[src/rtl/rob_pkg.sv]
package rob_pkg;
    typedef enum logic {
        ST_IDLE = 1'b0,
        ST_WALK = 1'b1
    } rob_state_e;
endpackage

[src/rtl/rob_slots.sv]
module rob_slots #(
    parameter int DEPTH = 8,
    parameter int PC_W  = 32,
    parameter int SEQ_W = 16,
    localparam int IDX_W = $clog2(DEPTH)
) (
    input  logic                         clk,
    input  logic                         rst_n,
    input  logic                         wr_en,
    input  logic [IDX_W-1:0]             wr_idx,
    input  logic [PC_W-1:0]              wr_pc,
    input  logic [PC_W-1:0]              wr_npc,
    input  logic [SEQ_W-1:0]             wr_seq,
    input  logic                         rdy_en,
    input  logic [IDX_W-1:0]             rdy_idx,
    input  logic [DEPTH-1:0]             kill_mask,
    output logic [DEPTH-1:0][PC_W-1:0]   pc_arr,
    output logic [DEPTH-1:0][PC_W-1:0]   npc_arr,
    output logic [DEPTH-1:0][SEQ_W-1:0]  seq_arr,
    output logic [DEPTH-1:0]             rdy_arr,
    output logic [DEPTH-1:0]             kill_arr
);
    always_ff @(posedge clk) begin
        if (!rst_n) begin
            pc_arr   <= '0;
            npc_arr  <= '0;
            seq_arr  <= '0;
            rdy_arr  <= '0;
            kill_arr <= '0;
        end else begin
            for (int i = 0; i < DEPTH; i++) begin
                if (kill_mask[i]) begin
                    rdy_arr[i]  <= 1'b1;
                    kill_arr[i] <= 1'b1;
                end
            end
            if (rdy_en) begin
                rdy_arr[rdy_idx] <= 1'b1;
            end
            if (wr_en) begin
                pc_arr[wr_idx]   <= wr_pc;
                npc_arr[wr_idx]  <= wr_npc;
                seq_arr[wr_idx]  <= wr_seq;
                rdy_arr[wr_idx]  <= 1'b0;
                kill_arr[wr_idx] <= 1'b0;
            end
        end
    end
endmodule

[src/rtl/rob_walker.sv]
module rob_walker #(
    parameter int DEPTH = 8,
    parameter int SEQ_W = 16,
    parameter int SQ_W  = 2,
    localparam int IDX_W = $clog2(DEPTH)
) (
    input  logic                         active,
    input  logic [IDX_W-1:0]             start_ptr,
    input  logic [IDX_W-1:0]             head_idx,
    input  logic [SEQ_W-1:0]             target,
    input  logic [DEPTH-1:0][SEQ_W-1:0]  seq_arr,
    output logic [DEPTH-1:0]             kill_mask,
    output logic [IDX_W-1:0]             next_ptr,
    output logic                         finish
);
    logic [IDX_W-1:0] p;
    logic             stop;

    always_comb begin
        p         = start_ptr;
        stop      = 1'b0;
        kill_mask = '0;
        finish    = 1'b0;
        for (int k = 0; k < SQ_W; k++) begin
            if (active && !stop) begin
                if (seq_arr[p] == target) begin
                    stop   = 1'b1;
                    finish = 1'b1;
                end else begin
                    kill_mask[p] = 1'b1;
                    if (p == head_idx) begin
                        stop   = 1'b1;
                        finish = 1'b1;
                    end else begin
                        p = (p == '0) ? IDX_W'(DEPTH - 1) : p - 1'b1;
                    end
                end
            end
        end
        next_ptr = p;
    end
endmodule

[src/rtl/rob_ctrl.sv]
module rob_ctrl
    import rob_pkg::*;
#(
    parameter int DEPTH = 8,
    parameter int SEQ_W = 16,
    localparam int IDX_W = $clog2(DEPTH),
    localparam int CNT_W = $clog2(DEPTH + 1)
) (
    input  logic             clk,
    input  logic             rst_n,
    input  logic             ins_valid,
    input  logic             retire_req,
    input  logic             head_rdy_bit,
    input  logic             squash_req,
    input  logic [SEQ_W-1:0] squash_seq,
    input  logic [IDX_W-1:0] walk_next,
    input  logic             walk_finish,
    output rob_state_e       state,
    output logic [IDX_W-1:0] head_idx,
    output logic [IDX_W-1:0] wr_idx,
    output logic [IDX_W-1:0] tail_idx,
    output logic [IDX_W-1:0] walk_ptr,
    output logic [SEQ_W-1:0] target,
    output logic [CNT_W-1:0] count,
    output logic             ins_fire,
    output logic             ret_fire,
    output logic             walking
);
    rob_state_e state_nx;
    logic       squash_go;
    logic       idle_free;

    function automatic logic [IDX_W-1:0] bump(input logic [IDX_W-1:0] x);
        return (x == IDX_W'(DEPTH - 1)) ? '0 : x + 1'b1;
    endfunction

    always_comb begin
        idle_free = (state == ST_IDLE) && !squash_req;
        squash_go = squash_req && (state == ST_IDLE) && (count != '0);
        ins_fire  = ins_valid && idle_free && (count < CNT_W'(DEPTH));
        ret_fire  = retire_req && idle_free && (count != '0) && head_rdy_bit;
        tail_idx  = (wr_idx == '0) ? IDX_W'(DEPTH - 1) : wr_idx - 1'b1;
    end

    always_comb begin
        state_nx = state;
        unique case (state)
            ST_IDLE: if (squash_go)   state_nx = ST_WALK;
            ST_WALK: if (walk_finish) state_nx = ST_IDLE;
            default: state_nx = ST_IDLE;
        endcase
    end

    always_ff @(posedge clk) begin
        if (!rst_n) state <= ST_IDLE;
        else        state <= state_nx;
    end

    always_comb begin
        walking = (state == ST_WALK);
    end

    always_ff @(posedge clk) begin
        if (!rst_n) begin
            head_idx <= '0;
            wr_idx   <= '0;
            count    <= '0;
            walk_ptr <= '0;
            target   <= '0;
        end else begin
            if (ins_fire) wr_idx   <= bump(wr_idx);
            if (ret_fire) head_idx <= bump(head_idx);
            if (ins_fire && !ret_fire)      count <= count + 1'b1;
            else if (ret_fire && !ins_fire) count <= count - 1'b1;
            if (squash_go) begin
                walk_ptr <= tail_idx;
                target   <= squash_seq;
            end else if (state == ST_WALK) begin
                walk_ptr <= walk_next;
            end
        end
    end
endmodule

[src/rtl/rob_window.sv]
module rob_window
    import rob_pkg::*;
#(
    parameter int DEPTH = 8,
    parameter int PC_W  = 32,
    parameter int SEQ_W = 16,
    parameter int SQ_W  = 2,
    localparam int IDX_W = $clog2(DEPTH),
    localparam int CNT_W = $clog2(DEPTH + 1)
) (
    input  logic             clk,
    input  logic             rst_n,
    input  logic             ins_valid,
    input  logic [PC_W-1:0]  ins_pc,
    input  logic [PC_W-1:0]  ins_npc,
    input  logic [SEQ_W-1:0] ins_seq,
    output logic             ins_accept,
    output logic [IDX_W-1:0] ins_slot,
    input  logic             rdy_set,
    input  logic [IDX_W-1:0] rdy_idx,
    input  logic             retire_req,
    output logic             retire_fire,
    input  logic             squash_req,
    input  logic [SEQ_W-1:0] squash_seq,
    output logic             squash_done,
    output logic [CNT_W-1:0] occupancy,
    output logic [CNT_W-1:0] free_cnt,
    output logic             head_ready,
    output logic [PC_W-1:0]  head_pc,
    output logic [PC_W-1:0]  head_npc,
    output logic [SEQ_W-1:0] head_seq,
    output logic             head_squashed,
    output logic [PC_W-1:0]  tail_pc,
    output logic [SEQ_W-1:0] tail_seq
);
    rob_state_e                 state;
    logic [IDX_W-1:0]           head_idx, wr_idx, tail_idx, walk_ptr, walk_next;
    logic [SEQ_W-1:0]           target;
    logic [CNT_W-1:0]           count;
    logic                       ins_fire, ret_fire, walking, walk_finish;
    logic [DEPTH-1:0]           kill_mask;
    logic [DEPTH-1:0][PC_W-1:0] pc_arr, npc_arr;
    logic [DEPTH-1:0][SEQ_W-1:0] seq_arr;
    logic [DEPTH-1:0]           rdy_arr, kill_arr;

    rob_ctrl #(.DEPTH(DEPTH), .SEQ_W(SEQ_W)) u_ctrl (
        .clk(clk), .rst_n(rst_n),
        .ins_valid(ins_valid), .retire_req(retire_req),
        .head_rdy_bit(rdy_arr[head_idx]),
        .squash_req(squash_req), .squash_seq(squash_seq),
        .walk_next(walk_next), .walk_finish(walk_finish),
        .state(state), .head_idx(head_idx), .wr_idx(wr_idx),
        .tail_idx(tail_idx), .walk_ptr(walk_ptr), .target(target),
        .count(count), .ins_fire(ins_fire), .ret_fire(ret_fire),
        .walking(walking)
    );

    rob_walker #(.DEPTH(DEPTH), .SEQ_W(SEQ_W), .SQ_W(SQ_W)) u_walk (
        .active(walking), .start_ptr(walk_ptr), .head_idx(head_idx),
        .target(target), .seq_arr(seq_arr),
        .kill_mask(kill_mask), .next_ptr(walk_next), .finish(walk_finish)
    );

    rob_slots #(.DEPTH(DEPTH), .PC_W(PC_W), .SEQ_W(SEQ_W)) u_slots (
        .clk(clk), .rst_n(rst_n),
        .wr_en(ins_fire), .wr_idx(wr_idx),
        .wr_pc(ins_pc), .wr_npc(ins_npc), .wr_seq(ins_seq),
        .rdy_en(rdy_set), .rdy_idx(rdy_idx), .kill_mask(kill_mask),
        .pc_arr(pc_arr), .npc_arr(npc_arr), .seq_arr(seq_arr),
        .rdy_arr(rdy_arr), .kill_arr(kill_arr)
    );

    always_comb begin
        ins_accept    = ins_fire;
        ins_slot      = wr_idx;
        retire_fire   = ret_fire;
        squash_done   = !walking;
        occupancy     = count;
        free_cnt      = CNT_W'(DEPTH) - count;
        head_ready    = (count != '0) && rdy_arr[head_idx];
        head_pc       = pc_arr[head_idx];
        head_npc      = npc_arr[head_idx];
        head_seq      = seq_arr[head_idx];
        head_squashed = kill_arr[head_idx];
        tail_pc       = pc_arr[tail_idx];
        tail_seq      = seq_arr[tail_idx];
    end
endmodule

[config.mk]
export PLATFORM = sky130hd
export DESIGN_NAME = rob_window
export DESIGN_NICKNAME = d
export VERILOG_FILES = /design/src/rtl/rob_pkg.sv /design/src/rtl/rob_slots.sv /design/src/rtl/rob_walker.sv /design/src/rtl/rob_ctrl.sv /design/src/rtl/rob_window.sv
export SDC_FILE = /design/constraint.sdc
export NUM_CORES = 2
export LEC_CHECK = 0
export BUFFER_PORTS_ARGS = -buffer_cell sky130_fd_sc_hd__buf_2
export CORE_MARGIN = 2
export CORE_UTILIZATION = 24
export CTS_BUF_LIST = sky130_fd_sc_hd__clkbuf_4
export DETAILED_ROUTE_END_ITERATION = 10
export GPL_TIMING_DRIVEN = 0
export PLACE_DENSITY = 0.4
export RECOVER_POWER = 25
export SLEW_MARGIN = 20
export SYNTH_ARGS = -nofsm -noshare
export SYNTH_HDL_FRONTEND = slang
export SYNTH_SLANG_ARGS = --single-unit
[constraint.sdc]
create_clock -name clk -period 11.8 [get_ports clk]
set_input_delay 1.18 -clock clk [delete_from_list [all_inputs] [get_ports clk]]
set_output_delay 1.18 -clock clk [all_outputs]
set_load 0.05 [all_outputs]
# Word-level counts from Yosys, hierarchy flattened
# Cells that the tools add are included.
[totals] latchBits=0 ram_bits=0 romBits=0 in_bits=105 regBits=686 wordCells=187 n_memories=0 output_inout_bits=144
[op_classes] multipliers=0 n_div=0 add_sub_neg=8 bitwise_logic=6 mux=97 shift=0 order_cmp=11 eq_ne=6 n_reduce_logical=27
[ops] op="bitwise mux 256 bit" n=2
[ops] op="binary-select mux 32 bit (select 3 bit)" n=3
[ops] op="binary-select mux 16 bit (select 3 bit)" n=4
[ops] op="bitwise mux 128 bit" n=1
[ops] op="2-to-1 mux 32 bit" n=4
[ops] op="demux 32 bit (select 3 bit)" n=1
[ops] op="2-to-1 mux 16 bit" n=5
[ops] op="2-to-1 mux 8 bit" n=8
[ops] op="demux 16 bit (select 3 bit)" n=1
[ops] op="2-to-1 mux 1 bit" n=46
[ops] op="2-to-1 mux 3 bit" n=13
[ops] op="== test 16 bit" n=2
[ops] op="< comparator 3 x 4 -> 1 bit, second input constant" n=6
[ops] op="bitwise AND 8 bit" n=2
[ops] op="logical AND 1 bit" n=16
[ops] op="bitwise OR 8 bit" n=2
[ops] op="demux 1 bit (select 3 bit)" n=4
[ops] op=">= comparator 3 x 1 -> 1 bit, second input constant" n=4
[ops] op="zero test 3 bit" n=3
[ops] op="subtractor 3 x 1 -> 3 bit, second input constant" n=3
[ops] op="2-to-1 mux 4 bit" n=2
[ops] op="inverter 8 bit" n=1
[ops] op="adder 3 x 1 -> 3 bit, second input constant" n=2
[ops] op="binary-select mux 1 bit (select 3 bit)" n=2
[ops] op="11 further kinds" n=18

# Longest topological paths before layout
[depth] ltp_word=19 ltp_mapped=20 ltp_nobuf=17

# Hierarchy
# A second synthesis with hierarchy kept.
[hier_totals] hier_cells=3448 area_unflattened_um2=36458.7
[by_module_without_submodules] mod="rob_slots" n_inst=1 seq_area_each_um2=13132.6 cells_each=2206 area_each_um2=23242.3
[by_module_without_submodules] mod="rob_window" n_inst=1 seq_area_each_um2=0.0 cells_each=476 area_each_um2=7855.0
[by_module_without_submodules] mod="rob_walker" n_inst=1 seq_area_each_um2=0.0 cells_each=609 area_each_um2=3955.0
[by_module_without_submodules] mod="rob_ctrl" n_inst=1 seq_area_each_um2=600.6 cells_each=157 area_each_um2=1406.3

# Worst setup path after synthesis
# No wires, ideal clock.
[synth_path] path_kind="reg-to-output" start="register u_ctrl.wr_idx[0]" end="output port tail_pc[10]" arrival_ns=3.887 path_buffers=6 path_stages_with_launch=12 required_time_ns=10.620 setup_slack_ns=6.733 cell_sequence="dfxtp_1 > clkbuf_1 > clkinv_1 > clkbuf_1 > clkbuf_1 > ha_1 > nand2_1 > clkbuf_1 > clkbuf_1 > clkbuf_1 > nor2_1 > a21oi_1"
[synth_via] elab_chain_cells=4 elab_cells_between_ends=5 cone_classes="add/sub (1); mux (3); reduce/logical (1)"
[synth_lines] element="from (decl)" line="rob_ctrl.sv:20" text="output logic [IDX_W-1:0] wr_idx,"
[synth_lines] element="from (signal assigned)" line="rob_ctrl.sv:71" text="if (ins_fire) wr_idx <= bump(wr_idx);"
[synth_lines] element="subtractor 3 x 1 -> 3 bit or zero test 3 bit (tied branches)" line="rob_ctrl.sv:42" text="tail_idx = (wr_idx == '0) ? IDX_W'(DEPTH - 1) : wr_idx - 1'b1;"
[synth_lines] element="2-to-1 mux 3 bit *" line="rob_ctrl.sv:42"
[synth_lines] element="binary-select mux 32 bit (select 3 bit) *" line="rob_window.sv:85" text="tail_pc = pc_arr[tail_idx];"
[synth_lines] element="2-to-1 mux 32 bit (not written as such) *" line="rob_window.sv:85"
[synth_lines] element="to (decl)" line="rob_window.sv:33" text="output logic [PC_W-1:0] tail_pc,"
# Mark *: on every way between the ends. The rest lies on a longest branch, timed or not. The select of a mux whose other input is x is not followed.

# Final worst setup path
[layout_path] start="register u_ctrl.wr_idx[0]" end="output port tail_pc[3]"
# The elaborated chain is that of the path after synthesis.

==> results_dict.tcl <==
set metrics [dict create \
    outcome "finished, violations left" \
    violations "capacitance limit, slew limit" \
    finalHoldViolations 0 \
    async_flop_share 0 \
    whs_ns 0.160 \
    initial_utilization 0.242 \
    drt_wl_total_um 175000 \
    synth_area_leaders "dfxtp_1, nand2_1, a21boi_0, mux4_2, mux2_2" \
    ys.flop_type "dfxtp_1" \
    clock_latency_ns 1.27 \
    final_area_um2 43000 \
    die_w_um 396 \
    worst_pin_slew_ns 1.51 \
    ios 249 \
    path_clk_slew_ns 0.07 \
    hold_buffers 0 \
    io_buffer_count 167 \
    vdd_drop_max_v 0.0000852 \
    power_leakage_nw 14.4 \
    htree_levels 4 \
    die_h_um 396 \
    layout.nets 4860 \
    avgSynthCellArea_um2 8.47 \
    clockRootBuffer "clkbuf_4" \
    r2r-start "u_ctrl.walk_ptr[2]" \
    wire_per_inst_um 25.3 \
    timing.final.crit_share 0.700 \
    cts_tree "done" \
    synth.top_cell.area_share 0.372 \
    drc 0 \
    r2r_slack_ns 4.97 \
    min_path_type "input pin to register" \
    p_per_area_nw_per_um2 147 \
    clockBufferDepth 3 \
    cts.sinks 686 \
    grt_max_degree 18 \
    grt.total_usage 0.217 \
    routabilityCongestion 0.962 \
    hold_depth 3 \
    required_ns 10.62 \
    fin_crit_ns 8.26 \
    first_global_vias 33100 \
    endpoint_kind "output port" \
    drtIter0Drc 3065 \
    drive_gt1_frac 0.193 \
    core_region_area_um2 152000 \
    layout-area-overhead-vs-synth_pct 16.6 \
    ys_seq_area_frac 0.372 \
    hpwl_um 130000 \
    crit_path_end "tail_pc[3]" \
    relSlewSlack -0.0144 \
    yosysWarnings 0 \
    rsz0062_at_grt "no" \
    antenna_found_initial 22 \
    syn_nets 4478 \
    ctsResizeCount 0 \
    dr_total_vias 34500 \
    slew_violations 5 \
    clock_skew_ns 0.142 \
    cap_violations 1 \
    path_max_fanout 11 \
    first_pass_iters 5 \
    std_cell_rows 143 \
    place_area_um2 40500 \
    startpoint "u_ctrl.wr_idx[0]" \
    cts_setup_buffers 0 \
    synth_most_common_cell "nand2_1" \
    critPathLaunchType "register" \
    synth-edff-count 0 \
    worstPathArrival_ns 7.08 \
    timing.rr.end "u_slots.kill_arr[1]" \
    synth_cells 4358 \
    grt_overflow_total 0 \
    timing_worst_setup_path_type "register to output port" \
    grt_pass1_wl_um 247000 \
    synth_cell_type_count 82 \
    setup_viol 0 \
    die_area_um2 157000 \
    max_clock_freq_ghz 0.121 \
    ys_ff_latch 686 \
    vias_per_cell 4.98 \
    reg2reg_depth 19 \
    ant_nets 0 \
    placedCellCount 6565 \
    numCtsBuffers 203 \
    fin_cells 6929 \
    synthTopCellsByCount "nand2_1, dfxtp_1, a21boi_0" \
    synth_area_um2 36900 \
    setup_tns_ns 0 \
    synth_largest_area_cell "dfxtp_1" \
]
flip-flops by register name, indices dropped and copies added (netlist names):
| register | flops |
|---|---|
| u_ctrl.state | 1 |
| u_slots.seq_arr | 128 |
| u_ctrl.wr_idx | 3 |
| u_ctrl.target | 16 |
| u_slots.pc_arr | 256 |
| u_ctrl.count | 4 |
| u_slots.npc_arr | 256 |
| u_ctrl.walk_ptr | 3 |
| u_ctrl.head_idx | 3 |
| u_slots.kill_arr | 8 |
| u_slots.rdy_arr | 8 |
power breakdown:
group / leakage [nW] / total, W / internal (W) / switching, W
logic: 7.37 / 0.00152 / 0.000459 / 0.00106
registers: 5.54 / 0.00242 / 0.00237 / 0.0000526
clock network: 1.54 / 0.00240 / 0.00123 / 0.00117
total: 14.4 / 0.00634 / 0.00405 / 0.00229
per-layer routing:
| layer | part of all wire | vias up | routed length [um] | GRT usage |
|---|---|---|---|---|
| li1 | - | 15900 | - | - |
| met5 | 0.00047 | - | 83 | 0 |
| met4 | 0.030 | 14 | 5270 | 0.0688 |
| met1 | 0.45 | 16900 | 77900 | 0.292 |
| met3 | 0.073 | 311 | 12800 | 0.0490 |
| met2 | 0.45 | 1350 | 78900 | 0.344 |
cell type report:
class | instances | area [um2]
fillers | 16400 | 109000
multi-input cells | 3199 | 21200
flip-flops and latches | 686 | 13700
well taps | 2030 | 2540
clock buffers | 300 | 2250
plain buffers | 433 | 1820
repair buffers | 177 | 916
clock inverters | 45 | 334
inverters | 40 | 150
diodes | 19 | 47.5
how the worst min path moves through the flow:
stage                        startpoint             endpoint  slack [ns]
floorplan           u_slots.kill_arr[7]  u_slots.kill_arr[7]        0.42
global placement    u_slots.kill_arr[2]  u_slots.kill_arr[2]        0.43
detailed placement  u_slots.kill_arr[2]  u_slots.kill_arr[2]        0.44
CTS                      squash_seq[11]    u_ctrl.target[11]        0.05
global route              squash_seq[3]     u_ctrl.target[3]        0.06
finish                   squash_seq[11]    u_ctrl.target[11]        0.16
critical path, stage by stage, from the launching register on:
cell      delay [ns]
dfxtp_1         0.59
clkbuf_1        0.36
clkinv_1        0.34
clkbuf_1        0.42
clkbuf_1        0.44
ha_1            0.43
nand2_1         0.43
clkbuf_1        0.64
clkbuf_1        0.79
clkbuf_1        0.59
nor2_1          0.11
a21oi_1         0.35
buf_2           0.34
stage by stage:
stage / util / total power (W) / worst slack (ns)
after floorplan: - / 0.00342 / 6.73
after global placement: 0.264 / 0.00397 / 4.45
after detailed placement: 0.266 / 0.00397 / 4.75
after CTS: 0.283 / 0.00640 / 3.35
after global routing: 0.282 / 0.00661 / 3.13
final: 0.283 / 0.00634 / 3.54
kinds of logic (layout without fill, tap and decap cells):
kind of cell	count (synthesis)	count (layout)	share of synthesized area
simple gates	1760	1760	0.187
compound gates	1031	1031	0.202
flops	686	686	0.372
buf+inv	473	995	0.0530
mux	367	367	0.174
xor+xnor	26	26	0.00617
fa+ha+maj	15	15	0.00529
other cells	0	19	0
cells in the final DEF, fill, tap and decap left out, types with 12 or more instances in the layout:
cell and n:
dfxtp_1 686, inv_1 37, nand3_1 45, xnor2_1 15, clkinv_1 27, nand2_1 1540
o211ai_1 35, diode_2 19, mux2i_1 41, a21boi_0 660, buf_1 17, mux4_2 208
nor2_1 86, buf_2 168, mux2_2 109, ha_1 14, a31oi_1 12, o22ai_1 49
clkbuf_1 315, nor3_1 17, o221ai_1 36, a211oi_1 12, a21oi_1 76, clkbuf_4 300
o21ai_0 74, clkbuf_2 91
Power figures use the tool's default switching activity.
